`config.mk`:
```
export PLATFORM = sky130hd
export DESIGN_NAME = audio_clk_mode_ctrl
export DESIGN_NICKNAME = d
export VERILOG_FILES = /design/src/rtl/acm_pkg.sv /design/src/rtl/acm_rate_hyst.sv /design/src/rtl/acm_mode_decode.sv /design/src/rtl/acm_ratio_sel.sv /design/src/rtl/audio_clk_mode_ctrl.sv
export SDC_FILE = /design/constraint.sdc
export NUM_CORES = 1
export LEC_CHECK = 0
export CAP_MARGIN = 25
export CORE_MARGIN = 1.5
export CORE_UTILIZATION = 24
export CTS_BUF_LIST = sky130_fd_sc_hd__clkbuf_16
export DETAILED_ROUTE_END_ITERATION = 10
export PLACE_DENSITY_LB_ADDON = 0.2
export SLEW_MARGIN = 20
export SYNTH_ARGS = -nofsm -noshare
export SYNTH_HDL_FRONTEND = slang
export SYNTH_HIERARCHICAL = 1
export SYNTH_SLANG_ARGS = --single-unit
```
`constraint.sdc`:
```
create_clock -name clk -period 4.2 [get_ports clk]
set_clock_uncertainty 0.2 [all_clocks]
set_input_delay 0.84 -clock clk [delete_from_list [all_inputs] [get_ports clk]]
set_output_delay 0.84 -clock clk [all_outputs]
set_load 0.02 [all_outputs]
```
`src/rtl/acm_pkg.sv`:
```
package acm_pkg;
  localparam int NUM_MCK = 2;

  typedef enum logic [1:0] {
    CM_PLL  = 2'b00,
    CM_XTAL = 2'b01,
    CM_AUTO = 2'b10,
    CM_MON  = 2'b11
  } clk_mode_e;

  typedef enum logic [1:0] {
    DIV_128 = 2'd0,
    DIV_256 = 2'd1,
    DIV_512 = 2'd2,
    DIV_RSV = 2'd3
  } mck_ratio_e;

  typedef struct packed {
    logic pll_en;
    logic osc_en;
    logic clk_xtal;
    logic dat_aux;
    logic fs_reg;
  } src_sel_t;

  // divider code for output idx given a valid ratio selection
  function automatic logic [1:0] ratio_for(input int idx, input logic [1:0] code);
    logic [1:0] r;
    if (idx == 0) r = (code == 2'b10) ? DIV_512 : DIV_256;
    else          r = (code == 2'b01) ? DIV_128 : DIV_256;
    return r;
  endfunction
endpackage

```
`src/rtl/acm_rate_hyst.sv`:
```
module acm_rate_hyst #(
  parameter int RATE_W = 11,
  parameter int HI_TH  = 882,
  parameter int LO_TH  = 540
) (
  input  logic              clk,
  input  logic              rst_n,
  input  logic [RATE_W-1:0] rate_code_i,
  output logic              hi_nxt_o,
  output logic              hi_q_o
);
  localparam logic [RATE_W-1:0] HI_C = RATE_W'(HI_TH);
  localparam logic [RATE_W-1:0] LO_C = RATE_W'(LO_TH);

  logic above, below;
  assign above = rate_code_i >= HI_C;
  assign below = rate_code_i <= LO_C;

  always_comb begin
    hi_nxt_o = hi_q_o;
    if (above)      hi_nxt_o = 1'b1;
    else if (below) hi_nxt_o = 1'b0;
  end

  always_ff @(posedge clk or negedge rst_n) begin
    if (!rst_n) hi_q_o <= 1'b0;
    else        hi_q_o <= hi_nxt_o;
  end

  assert_rate_set_R6: assert property (@(posedge clk) disable iff (!rst_n)
    (rate_code_i >= HI_C) |=> hi_q_o);
  assert_rate_clr_R6: assert property (@(posedge clk) disable iff (!rst_n)
    (rate_code_i <= LO_C) |=> !hi_q_o);
  assert_rate_hold_R6: assert property (@(posedge clk) disable iff (!rst_n)
    (rate_code_i > LO_C && rate_code_i < HI_C) |=> $stable(hi_q_o));
endmodule

```
`src/rtl/acm_mode_decode.sv`:
```
module acm_mode_decode
  import acm_pkg::*;
(
  input  logic [1:0] mode_i,
  input  logic       pll_unlock_i,
  output src_sel_t   sel_o
);
  always_comb begin
    sel_o = '{pll_en: 1'b1, osc_en: 1'b0, clk_xtal: 1'b0, dat_aux: 1'b0, fs_reg: 1'b0};
    case (clk_mode_e'(mode_i))
      CM_PLL: ;
      CM_XTAL: begin
        sel_o.pll_en   = 1'b0;
        sel_o.osc_en   = 1'b1;
        sel_o.clk_xtal = 1'b1;
        sel_o.dat_aux  = 1'b1;
        sel_o.fs_reg   = 1'b1;
      end
      CM_AUTO: begin
        sel_o.osc_en   = 1'b1;
        sel_o.clk_xtal = pll_unlock_i;
        sel_o.dat_aux  = pll_unlock_i;
        sel_o.fs_reg   = pll_unlock_i;
      end
      CM_MON: begin
        sel_o.osc_en   = 1'b1;
        sel_o.clk_xtal = 1'b1;
        sel_o.dat_aux  = 1'b1;
        sel_o.fs_reg   = 1'b1;
      end
      default: ;
    endcase
  end
endmodule

```
`src/rtl/acm_ratio_sel.sv`:
```
module acm_ratio_sel
  import acm_pkg::*;
(
  input  logic                      clk,
  input  logic                      rst_n,
  input  logic [1:0]                ratio_i,
  output logic [1:0]                held_nxt_o,
  output logic [NUM_MCK-1:0][1:0]   ratio_o,
  output logic                      test_o
);
  logic [1:0] held_q;
  logic       is_test;

  assign is_test    = (ratio_i == 2'b11);
  assign held_nxt_o = is_test ? held_q : ratio_i;

  always_ff @(posedge clk or negedge rst_n) begin
    if (!rst_n) begin
      held_q <= 2'b00;
      test_o <= 1'b0;
    end else begin
      held_q <= held_nxt_o;
      test_o <= is_test;
    end
  end

  for (genvar g = 0; g < NUM_MCK; g++) begin : g_mck
    assign ratio_o[g] = ratio_for(g, held_q);
  end

  assert_test_hold_R9: assert property (@(posedge clk) disable iff (!rst_n)
    (ratio_i == 2'b11) |=> (test_o && $stable(ratio_o)));
  assert_valid_load_R8: assert property (@(posedge clk) disable iff (!rst_n)
    (ratio_i != 2'b11) |=> (!test_o && held_q == $past(ratio_i)));
endmodule

```
`src/rtl/audio_clk_mode_ctrl.sv`:
```
module audio_clk_mode_ctrl
  import acm_pkg::*;
#(
  parameter int RATE_W = 11,
  parameter int HI_TH  = 882,
  parameter int LO_TH  = 540
) (
  input  logic              clk,
  input  logic              rst_n,
  input  logic [1:0]        mode_i,
  input  logic [1:0]        ratio_i,
  input  logic              pll_unlock_i,
  input  logic [RATE_W-1:0] rate_code_i,
  input  logic              xtal_fs_hi_i,
  output logic              pll_en_o,
  output logic              osc_en_o,
  output logic              clk_src_xtal_o,
  output logic              dout_src_aux_o,
  output logic              fs_hi_o,
  output logic [1:0]        mck1_ratio_o,
  output logic [1:0]        mck2_ratio_o,
  output logic              ratio_test_o,
  output logic              ratio_rate_bad_o
);
  src_sel_t                  sel;
  logic                      meas_hi_nxt, meas_hi_q;
  logic                      fs_nxt;
  logic [1:0]                held_nxt;
  logic [NUM_MCK-1:0][1:0]   ratios;

  acm_rate_hyst #(.RATE_W(RATE_W), .HI_TH(HI_TH), .LO_TH(LO_TH)) u_hyst (
    .clk(clk), .rst_n(rst_n), .rate_code_i(rate_code_i),
    .hi_nxt_o(meas_hi_nxt), .hi_q_o(meas_hi_q)
  );

  acm_mode_decode u_dec (
    .mode_i(mode_i), .pll_unlock_i(pll_unlock_i), .sel_o(sel)
  );

  acm_ratio_sel u_ratio (
    .clk(clk), .rst_n(rst_n), .ratio_i(ratio_i),
    .held_nxt_o(held_nxt), .ratio_o(ratios), .test_o(ratio_test_o)
  );

  assign mck1_ratio_o = ratios[0];
  assign mck2_ratio_o = ratios[1];
  assign fs_nxt = sel.fs_reg ? xtal_fs_hi_i : meas_hi_nxt;

  // all selects registered so the clock mux sees clean edges
  always_ff @(posedge clk or negedge rst_n) begin
    if (!rst_n) begin
      pll_en_o         <= 1'b1;
      osc_en_o         <= 1'b0;
      clk_src_xtal_o   <= 1'b0;
      dout_src_aux_o   <= 1'b0;
      fs_hi_o          <= 1'b0;
      ratio_rate_bad_o <= 1'b0;
    end else begin
      pll_en_o         <= sel.pll_en;
      osc_en_o         <= sel.osc_en;
      clk_src_xtal_o   <= sel.clk_xtal;
      dout_src_aux_o   <= sel.dat_aux;
      fs_hi_o          <= fs_nxt;
      ratio_rate_bad_o <= (held_nxt == 2'b10) && fs_nxt;
    end
  end

  assert_mode0_R2: assert property (@(posedge clk) disable iff (!rst_n)
    (mode_i == 2'b00) |=> (pll_en_o && !osc_en_o && !clk_src_xtal_o && !dout_src_aux_o
                           && fs_hi_o == meas_hi_q));
  assert_mode1_R3: assert property (@(posedge clk) disable iff (!rst_n)
    (mode_i == 2'b01) |=> (!pll_en_o && osc_en_o && clk_src_xtal_o && dout_src_aux_o
                           && fs_hi_o == $past(xtal_fs_hi_i)));
  assert_fallback_R4: assert property (@(posedge clk) disable iff (!rst_n)
    (mode_i == 2'b10 && pll_unlock_i) |=> (pll_en_o && osc_en_o && clk_src_xtal_o
                           && dout_src_aux_o && fs_hi_o == $past(xtal_fs_hi_i)));
  assert_locked_R4: assert property (@(posedge clk) disable iff (!rst_n)
    (mode_i == 2'b10 && !pll_unlock_i) |=> (!clk_src_xtal_o && !dout_src_aux_o
                           && fs_hi_o == meas_hi_q));
  assert_monitor_R5: assert property (@(posedge clk) disable iff (!rst_n)
    (mode_i == 2'b11) |=> (pll_en_o && osc_en_o && clk_src_xtal_o && dout_src_aux_o));
  assert_bad_rate_R10: assert property (@(posedge clk) disable iff (!rst_n)
    ratio_rate_bad_o |-> (mck1_ratio_o == DIV_512 && fs_hi_o));
  assert_enable_any_R7: assert property (@(posedge clk) disable iff (!rst_n)
    (pll_en_o || osc_en_o));
endmodule

```
==> impl_results.md <==
* Status: complete, no violations
* Hold Crit Start: u_hyst/hi_q_o
* Crit path launch: rate_code_i[8]
* Vias in the first global route at around 350
* Port bufs at 28
* Nets at 84
* DPL Wire Length at a little over 700 um
* Period minus WS final at about 2.5 ns
* Placed Cells at 77
* Routed wire length at 891 um
* CP max FO at 2
* Cell-internal power at between 200 and 300 uW
* Avg Inst Size Synth at 12.2 um2
* RSZ-0062 raised after global routing: no
* Flop pwr share at 0.326
* Seq/Total Area, Yosys at 0.589
* Max Buffers Root-to-Sink at 2
* Switching Power at between 60 and 70 uW
* CTS Buf Count at 3
* Final worst setup slack at around 1.7 ns
* Postcts setup bufs at 0
* Pin count of the biggest net entering global routing at 11
* Setup TNS at 0 ns
* Core Area at 1690 um2
* Layout cell share with drive strength beyond 1 at 0.156
* ANT nets after route at 0
* Cell Area, Synth at 427 um2
* Fin crit share at 0.605
* Logic pwr share at 0.165
* First-pass GRT wire length at around 1600 um
* P per Cell Area at approximately 410 nW/um2
* Pre-CTS WS at 1.41 ns
* Hold_buf cts at 0
* Critical path arrival at approximately 2.5 ns
* Root Driver: clkbuf_16
* Max Fclk at between 300 and 400 MHz
* DRC Markers at 0
* Syn nets at 54
* Skew-Pair Late Insertion Delay at 0.23 ns
* CTS resizes at 0
* Ports at 30
* Synthesized flop and latch total at 10
* Most common cell after layout, fill and taps aside: clkdlybuf4s50_1
* GR Overflow Total at 0
* Via density per instance at 4.41
* Worst r2r src: u_hyst/hi_q_o
* H-tree depth at 1
* Setup-failing EPs final at 0
* Non-filler cells, final at between 80 and 90
* Via count at approximately 360
* TritonCTS clock tree: done
* Initial DRC Count at 4
* Total GRT Usage at 0.114
* Synthesis warning total at 6
* First-pass detailed-route iteration total at 4
* Worst endpoint required time at a little over 4 ns
* CP Capture Type: flip-flop
* Switching Share at 0.200
* Die H at 45.2 um
* Synth-to-Final Area Change at 83.9%
* Crit Path Class: primary input to flip-flop
* RePlAce Congestion at 0.787
* Die area at just over 2000 um2
* Unique cell type count in the Yosys netlist at 21
* Syn Inst Count at 35
* Starting Density at 0.253
* Max cap viols at 0
* Worst setup SP type: primary input
* Slew Viols, Final at 0
* WL per Instance at 11.0 um
* Antenna violations before repair at 0
* Clock transition at path regs at approximately 0.040 ns
* Most frequent cells in the layout: clkdlybuf4s50_1, dfrtp_1, nand2_1
* Clk pwr share at 0.509
* # rows at 15
* DIE WIDTH at 45.2 um
* Lkg Pwr at 0.327 nW
* Clock tree sinks at 10
* Diodes inserted at 0
* Final hold vios at 0
* VDD IR-drop max at between 200 and 300 uV
* Hold Path Class: flip-flop to flip-flop
==> cell type report <==
| type | count | area, um2 |
|---|---|---|
| fillers | 160 | 905 |
| repair buffers | 28 | 280 |
| flip-flops and latches | 10 | 251 |
| multi-input cells | 20 | 145 |
| clock buffers | 3 | 75.1 |
| well taps | 17 | 21.3 |
| inverters | 2 | 7.51 |
| clock inverters | 1 | 3.75 |
==> cell families after synthesis <==
group	synth area share
flops	0.589
simple gates	0.164
mux	0.0352
buf+inv	0.0704
other cells	0.00879
compound gates	0.132
==> per-stage QoR <==
step                utilization  power (mW)  hold slack (ns)  area [um2]
floorplan                     -       0.128            0.303         427
global placement          0.418       0.160            0.330         706
detailed placement        0.418       0.161            0.343         706
CTS                       0.464       0.331            0.352         785
global route              0.464       0.339            0.379         785
finish                    0.464       0.324            0.344         785
==> synthesized netlist by cell type <==
| master | n | share of area |
|---|---|---|
| nor3_1 | 1 | 0.012 |
| nor4_2 | 1 | 0.029 |
| or2_1 | 1 | 0.015 |
| dfrtp_1 | 9 | 0.53 |
| nor2_1 | 1 | 0.0088 |
| and2_1 | 1 | 0.015 |
| conb_1 | 1 | 0.0088 |
| a31oi_1 | 1 | 0.015 |
| inv_2 | 1 | 0.0088 |
| buf_4 | 3 | 0.053 |
| and3b_1 | 1 | 0.021 |
| a21boi_2 | 2 | 0.053 |
| mux2_4 | 1 | 0.035 |
| a21o_2 | 1 | 0.021 |
| a311o_1 | 1 | 0.023 |
| nand2b_1 | 1 | 0.015 |
| o2111ai_1 | 1 | 0.021 |
| nand2_1 | 4 | 0.035 |
| inv_1 | 1 | 0.0088 |
| nor4_1 | 1 | 0.015 |
| dfstp_2 | 1 | 0.062 |
==> power groups by stage <==
| stage | Sequential [mW] | Clock, mW | Combinational [mW] |
|---|---|---|---|
| 3_3_place_gp | 0.107 | 0 | 0.0532 |
| 4_1_cts | 0.106 | 0.171 | 0.0541 |
| 6_report | 0.105 | 0.165 | 0.0534 |
| 3_5_place_dp | 0.107 | 0 | 0.0537 |
| 5_1_grt | 0.106 | 0.175 | 0.0576 |
| 2_1_floorplan | 0.112 | 0 | 0.0157 |
==> worst paths after layout <==
check	to	slack, ns	depth (start not counted)
max	ratio_rate_bad_o	1.66	6
min	u_hyst/hi_q_o	0.34	1
max reg2reg	ratio_rate_bad_o	2.75	3
min reg2reg	u_hyst/hi_q_o	0.34	1
max in group asynchronous	pll_en_o	2.73	1
min in group asynchronous	u_hyst/hi_q_o	0.72	1
==> sequential cells by signal, summed over array words and instances, names as in the netlist <==
name / count
fs_hi_o: 1
clk_src_xtal_o: 1
osc_en_o: 1
pll_en_o: 1
dout_src_aux_o: 1
u_hyst/hi_q_o: 1
u_ratio/held_q: 2
ratio_rate_bad_o: 1
u_ratio/test_o: 1
==> layer usage <==
metal  vias to the layer above  part of all wire  GRT usage
li1                        175                 -          -
met1                       164              0.44      0.133
met2                        16              0.45      0.157
met3                         2             0.099     0.0800
met4                         0            0.0067     0.0529
met5                         -                 0          0
==> critical path: stages <==
cell,delay [ns]
clkdlybuf4s50_1,0.44
nor4_2,0.27
nand2_1,0.09
a311o_1,0.37
mux2_4,0.28
and3b_1,0.18
Note: power is estimated with default switching activity, not from simulation.
